### config.mk
export PLATFORM = sky130hd
export DESIGN_NAME = acc_alu_slice
export DESIGN_NICKNAME = d
export VERILOG_FILES = /design/src/rtl/alu_pkg.sv /design/src/rtl/alu_addsub.sv /design/src/rtl/alu_logic_unit.sv /design/src/rtl/alu_flag_merge.sv /design/src/rtl/acc_alu_slice.sv
export SDC_FILE = /design/constraint.sdc
export NUM_CORES = 1
export LEC_CHECK = 0
export BUFFER_PORTS_ARGS = -buffer_cell sky130_fd_sc_hd__buf_2
export CORE_ASPECT_RATIO = 0.75
export CORE_MARGIN = 5
export CORE_UTILIZATION = 45
export DETAILED_ROUTE_END_ITERATION = 6
export PLACE_DENSITY = 0.72
export SYNTH_ARGS = -nofsm -noshare
export SYNTH_HDL_FRONTEND = slang
export SYNTH_SLANG_ARGS = --single-unit
export TNS_END_PERCENT = 10
### constraint.sdc
create_clock -name clk -period 1.1 [get_ports clk]
set_clock_uncertainty 0.05 [all_clocks]
set_input_delay 0.11 -clock clk [delete_from_list [all_inputs] [get_ports clk]]
set_output_delay 0.11 -clock clk [all_outputs]
set_load 0.01 [all_outputs]
### src/rtl/alu_pkg.sv
package alu_pkg;
  typedef enum logic [2:0] {
    OP_LOAD = 3'd0,
    OP_ADC  = 3'd1,
    OP_SBC  = 3'd2,
    OP_AND  = 3'd3,
    OP_OR   = 3'd4,
    OP_BIT  = 3'd5,
    OP_CMP  = 3'd6,
    OP_NONE = 3'd7
  } alu_op_e;

  localparam int FLAG_N = 4;
  localparam int FC = 0;
  localparam int FZ = 1;
  localparam int FV = 2;
  localparam int FH = 3;

  // which flags an operation class is allowed to update
  function automatic logic [FLAG_N-1:0] flag_mask(alu_op_e op);
    logic [FLAG_N-1:0] m;
    m = '0;
    unique case (op)
      OP_ADC, OP_SBC, OP_CMP:        m = 4'b1111;
      OP_LOAD, OP_AND, OP_OR, OP_BIT: m[FZ] = 1'b1;
      default:                       m = '0;
    endcase
    return m;
  endfunction

  function automatic logic writes_acc(alu_op_e op, logic dst_mem);
    return (op == OP_LOAD) || (op == OP_ADC) || (op == OP_SBC) ||
           (((op == OP_AND) || (op == OP_OR)) && !dst_mem);
  endfunction

  function automatic logic writes_mem(alu_op_e op, logic dst_mem);
    return ((op == OP_AND) || (op == OP_OR)) && dst_mem;
  endfunction
endpackage

### src/rtl/alu_addsub.sv
module alu_addsub #(
  parameter int W = 8
) (
  input  logic [W-1:0] a,
  input  logic [W-1:0] b,
  input  logic         cin,
  input  logic         sub,
  output logic [W-1:0] sum,
  output logic         cout,
  output logic         hcarry,
  output logic         ovf
);
  localparam int HB = W / 2;

  function automatic logic [W:0] add_full(logic [W-1:0] x, logic [W-1:0] y, logic ci);
    return {1'b0, x} + {1'b0, y} + {{W{1'b0}}, ci};
  endfunction

  function automatic logic [HB:0] add_low(logic [HB-1:0] x, logic [HB-1:0] y, logic ci);
    return {1'b0, x} + {1'b0, y} + {{HB{1'b0}}, ci};
  endfunction

  logic [W-1:0]  b_eff;
  logic [W:0]    full;
  logic [HB:0]   low;

  always_comb begin
    b_eff  = sub ? ~b : b;
    full   = add_full(a, b_eff, cin);
    low    = add_low(a[HB-1:0], b_eff[HB-1:0], cin);
    sum    = full[W-1:0];
    cout   = full[W];
    hcarry = low[HB];
    ovf    = (a[W-1] == b_eff[W-1]) && (full[W-1] != a[W-1]);
  end
endmodule

### src/rtl/alu_logic_unit.sv
module alu_logic_unit #(
  parameter int W = 8
) (
  input  alu_pkg::alu_op_e op,
  input  logic             dst_mem,
  input  logic [W-1:0]     acc,
  input  logic [W-1:0]     mem,
  input  logic [W-1:0]     opnd,
  output logic [W-1:0]     lres
);
  import alu_pkg::*;
  logic [W-1:0] src;

  always_comb begin
    src = dst_mem ? mem : acc;
    if (op == OP_OR) lres = src | opnd;
    else             lres = src & opnd;
  end
endmodule

### src/rtl/alu_flag_merge.sv
module alu_flag_merge (
  input  alu_pkg::alu_op_e            op,
  input  logic [alu_pkg::FLAG_N-1:0]  fin,
  input  logic [alu_pkg::FLAG_N-1:0]  fnew,
  output logic [alu_pkg::FLAG_N-1:0]  upd_mask,
  output logic [alu_pkg::FLAG_N-1:0]  fout
);
  import alu_pkg::*;
  assign upd_mask = flag_mask(op);

  for (genvar i = 0; i < FLAG_N; i++) begin : g_flag
    assign fout[i] = upd_mask[i] ? fnew[i] : fin[i];
  end
endmodule

### src/rtl/acc_alu_slice.sv
module acc_alu_slice #(
  parameter int W = 8
) (
  input  logic         clk,
  input  logic         rst_n,
  input  logic         valid_i,
  input  logic [2:0]   op_i,
  input  logic         dst_mem_i,
  input  logic [W-1:0] acc_i,
  input  logic [W-1:0] opnd_i,
  input  logic [W-1:0] mem_i,
  input  logic [3:0]   flags_i,
  output logic [W-1:0] res_o,
  output logic         acc_we_o,
  output logic         mem_we_o,
  output logic [3:0]   flags_o
);
  import alu_pkg::*;

  alu_op_e       op;
  logic          arith_sub;
  logic          arith_cin;
  logic [W-1:0]  arith_sum;
  logic          arith_c, arith_h, arith_v;
  logic [W-1:0]  logic_res;
  logic [W-1:0]  core_res;
  logic [3:0]    flags_new;
  logic [3:0]    flags_nxt;
  logic [3:0]    upd_mask;
  logic          wr_acc, wr_mem;

  assign op        = alu_op_e'(op_i);
  assign arith_sub = (op == OP_SBC) || (op == OP_CMP);
  assign arith_cin = (op == OP_CMP) ? 1'b1 : flags_i[FC];

  alu_addsub #(.W(W)) u_addsub (
    .a(acc_i), .b(opnd_i), .cin(arith_cin), .sub(arith_sub),
    .sum(arith_sum), .cout(arith_c), .hcarry(arith_h), .ovf(arith_v)
  );

  alu_logic_unit #(.W(W)) u_logic (
    .op(op), .dst_mem(dst_mem_i), .acc(acc_i), .mem(mem_i),
    .opnd(opnd_i), .lres(logic_res)
  );

  always_comb begin
    unique case (op)
      OP_LOAD:                core_res = opnd_i;
      OP_ADC, OP_SBC, OP_CMP: core_res = arith_sum;
      OP_AND, OP_OR, OP_BIT:  core_res = logic_res;
      default:                core_res = '0;
    endcase
    flags_new[FH] = arith_h;
    flags_new[FV] = arith_v;
    flags_new[FZ] = (core_res == '0);
    flags_new[FC] = arith_c;
  end

  alu_flag_merge u_merge (
    .op(op), .fin(flags_i), .fnew(flags_new),
    .upd_mask(upd_mask), .fout(flags_nxt)
  );

  assign wr_acc = valid_i && writes_acc(op, dst_mem_i);
  assign wr_mem = valid_i && writes_mem(op, dst_mem_i);

  always_ff @(posedge clk or negedge rst_n) begin
    if (!rst_n) begin
      res_o    <= '0;
      flags_o  <= '0;
      acc_we_o <= 1'b0;
      mem_we_o <= 1'b0;
    end else begin
      acc_we_o <= wr_acc;
      mem_we_o <= wr_mem;
      if (wr_acc || wr_mem) res_o <= core_res;
      if (valid_i) flags_o <= flags_nxt;
    end
  end
endmodule

==> out/summary.txt <==
Synth Cell Area -> 1514 µm²
R2r endpoint -> res_o[3]$_DFFE_PN0P_
Initial core utilization -> 46.36%
# IOs -> 49
Largest family of logic cells by synthesized area -> compound AO/OA/AOI/OAI gates
Peak supply drop -> 0.9221 mV
CTS max path bufs -> 2
Clk slew on worst S/H paths -> 0.06 ns
Tmin final -> 2.443 ns
Worst Path Arrival -> 2.56 ns
Syn-to-layout area delta -> 57.52%
Yosys top cell area share -> 23.14%
Nets -> 328
R2r setup slk -> 0.25 ns
Post-synth EDFFs -> 0
Post-DP Area -> 2153 µm²
Seq/Total Area, Yosys -> 23.14%
RSZ-0062 raised after global routing -> yes
Clock latency at the later pin of the worst-skew pair -> 0.24 ns
Most common cell after layout, fill and taps aside -> buf_4
Die Ht -> 60.23 µm
Setup crit start kind -> input port
Crit Path Max Fanout -> 4
Synthesized instance count -> 186
Worst-Margin Slew -> 0.3985 ns
Post-synthesis adder-cell area fraction -> 8.430%
Vias -> 1830
PwrDens -> 1086 nW/µm²
PnR worst setup slack -> -1.343 ns
Hold depth -> 3
Syn Area/Cell -> 8.140 µm²
XOR/XNOR Fraction of Synth Area -> 7.521%
CP Data Required Time -> 1.22 ns
Ratio of cells with drive above 1 in the final layout -> 48.41%
WL per Instance -> 15.64 µm
Row cnt -> 18
WHS Endpoint -> flags_o[2]$_DFFE_PN0P_
Reg2reg path depth -> 1
Max Clk Rate -> 409.3 MHz
Hold WC Path Type -> in2reg
Worst r2r src -> res_o[3]$_DFFE_PN0P_
Worst slew margin -> 73.41%
Synthesis Warnings -> 0
Period utilization -> 222.1%
Final Core Density -> 73.03%
Total Wirelength -> 5053 µm
Commonest cells after routing, fill and taps aside -> 53 x buf_4, 46 x buf_2, 16 x nand2_1
Compound-Gate Fraction of Synth Area -> 27.02%
DRT antenna net count -> 0
Fin. Hold Viols -> 0
Via count of the first global-routing pass -> 1807
Distinct cells, synth -> 45
Via density -> 5.666
Initial antenna violation count -> 0
Crit end category -> register
Post-synth top flop -> dfrtp_1
Core area -> 3266 µm²
WS Path Type -> in2reg
Setup tns final -> -11.25 ns
Port bufs -> 48
Outcome -> finished with violations
Ant. Diodes -> 0
HP Start -> flags_i[2]
Max cap viols -> 0
Num CTS Buffers -> 3
Global route overflow -> 0
GRT Overall Usage -> 22.81%
Die Area -> 4636 µm²
Syn nets -> 230
Post-synthesis simple-gate area fraction -> 15.95%
DRT Pass-1 Iters -> 4
Pre-CTS WS -> -1.649 ns
Slew Viols, Final -> 0
Hpwl dp -> 3713 µm
Cell area after layout -> 2385 µm²
Largest net degree at the start of global routing -> 21
DRC viols -> 0
Synthesized flop and latch total -> 14
Ys async rst share -> 100.0%
Top cells by area, synth -> dfrtp_1 23%, xnor2_1 6.9%, ha_1 5.8%
Root Driver -> clkbuf_8
H-tree depth -> 1
CTS tree -> done
Setup violators final -> 12
Failing checks -> negative setup slack
First-pass GRT wire length -> 8507 µm
Synth area leader -> dfrtp_1
Violation count after the first detailed-route iteration -> 151
Multiplexer share of the synthesized area -> 10.99%
CTS sink cnt -> 14
Gp weighted congestion -> 0.8937
Leak pwr -> 1.164 nW
Die W -> 76.98 µm
[critical path: stages]
cell and delay, ns:
buf_12 0.11, inv_8 0.06, nand2_8 0.07, xnor2_4 0.16, fa_2 0.26, inv_2 0.05, fa_2 0.36, nand2b_4 0.17
a21o_1 0.19, xnor2_1 0.16, nand2_1 0.08, a32oi_2 0.12, or4_1 0.49, o21ai_1 0.16
[what timing repair did]
item	in CTS	in global routing
buffers inserted	4	0
pin swaps	21	6
hold endpoints to repair	14	0
hold buffers	1	0
endpoints found under the setup margin	12	12
resized for setup	31	7
[where the power goes]
| group | leakage, nW | switching [mW] | internal (mW) | total, mW |
|---|---|---|---|---|
| registers | 0.170 | 0.0518 | 0.617 | 0.669 |
| logic | 0.965 | 0.695 | 0.722 | 1.42 |
| clock network | 0.0288 | 0.189 | 0.317 | 0.506 |
| total | 1.16 | 0.935 | 1.66 | 2.59 |
[synthesized netlist by cell type, types with 2 or more instances]
master    number
mux2i_1        2
mux2_2         6
a211o_1        4
buf_1          2
buf_2          3
a211oi_1       4
a21oi_1       17
nand3_1        7
a21o_1         2
o22ai_1        4
nand2b_1       3
ha_1           7
nor2_1        15
fa_1           2
buf_4          3
nor3_1         4
mux2_1         7
nand2_1       17
inv_1         11
dfrtp_1       14
o21ai_0        9
a31oi_1        3
xnor2_1       12
o211ai_1       2
o21ai_1        6
[logic make-up after synthesis]
family,after synthesis
adder cells (fa/ha/maj),9
XOR/XNOR,13
AO/OA/AOI/OAI,61
AND/OR/NAND/NOR,52
buffers and inverters,22
flip-flops,14
multiplexers,15
[per-layer routing]
metal	vias to the layer above	GRT usage, %	share of wire (%)
li1	869	-	-
met1	850	28.96	41
met2	100	39.42	48
met3	11	7.380	10
met4	0	2.696	1.4
met5	-	0	0
[how the worst max path moves through the flow]
stage	depth (start not counted)	start	to	slack (ns)
after global routing	14	op_i[0]	flags_o[1]$_DFFE_PN0P_	-1.46
after detailed placement	14	op_i[0]	flags_o[1]$_DFFE_PN0P_	-1.65
after global placement	14	op_i[1]	flags_o[1]$_DFFE_PN0P_	-1.56
final	14	op_i[0]	flags_o[1]$_DFFE_PN0P_	-1.34
after CTS	14	op_i[0]	flags_o[1]$_DFFE_PN0P_	-1.26
after floorplan	13	op_i[0]	flags_o[1]$_DFFE_PN0P_	-1.54
[cell type report]
cell class | count | area [µm²]
repair buffers | 103 | 689.4
well taps | 40 | 50.05
multi-input cells | 150 | 1182
clock buffers | 4 | 55.05
inverters | 12 | 57.56
fillers | 255 | 880.8
flip-flops and latches | 14 | 350.3
[sequential cells by signal (all words and copies together) (netlist names)]
register,flops
mem_we_o,1
flags_o,4
acc_we_o,1
res_o,8
[per-stage QoR]
step,power [mW],hold WS [ns],cells
after global routing,2.782,0.1658,323
after global placement,1.891,-0.03577,314
after CTS,2.532,0.1506,323
final,2.591,0.1351,323
after detailed placement,1.914,-0.03391,314
after floorplan,1.387,-0.2356,186
Power figures use the tool's default switching activity.
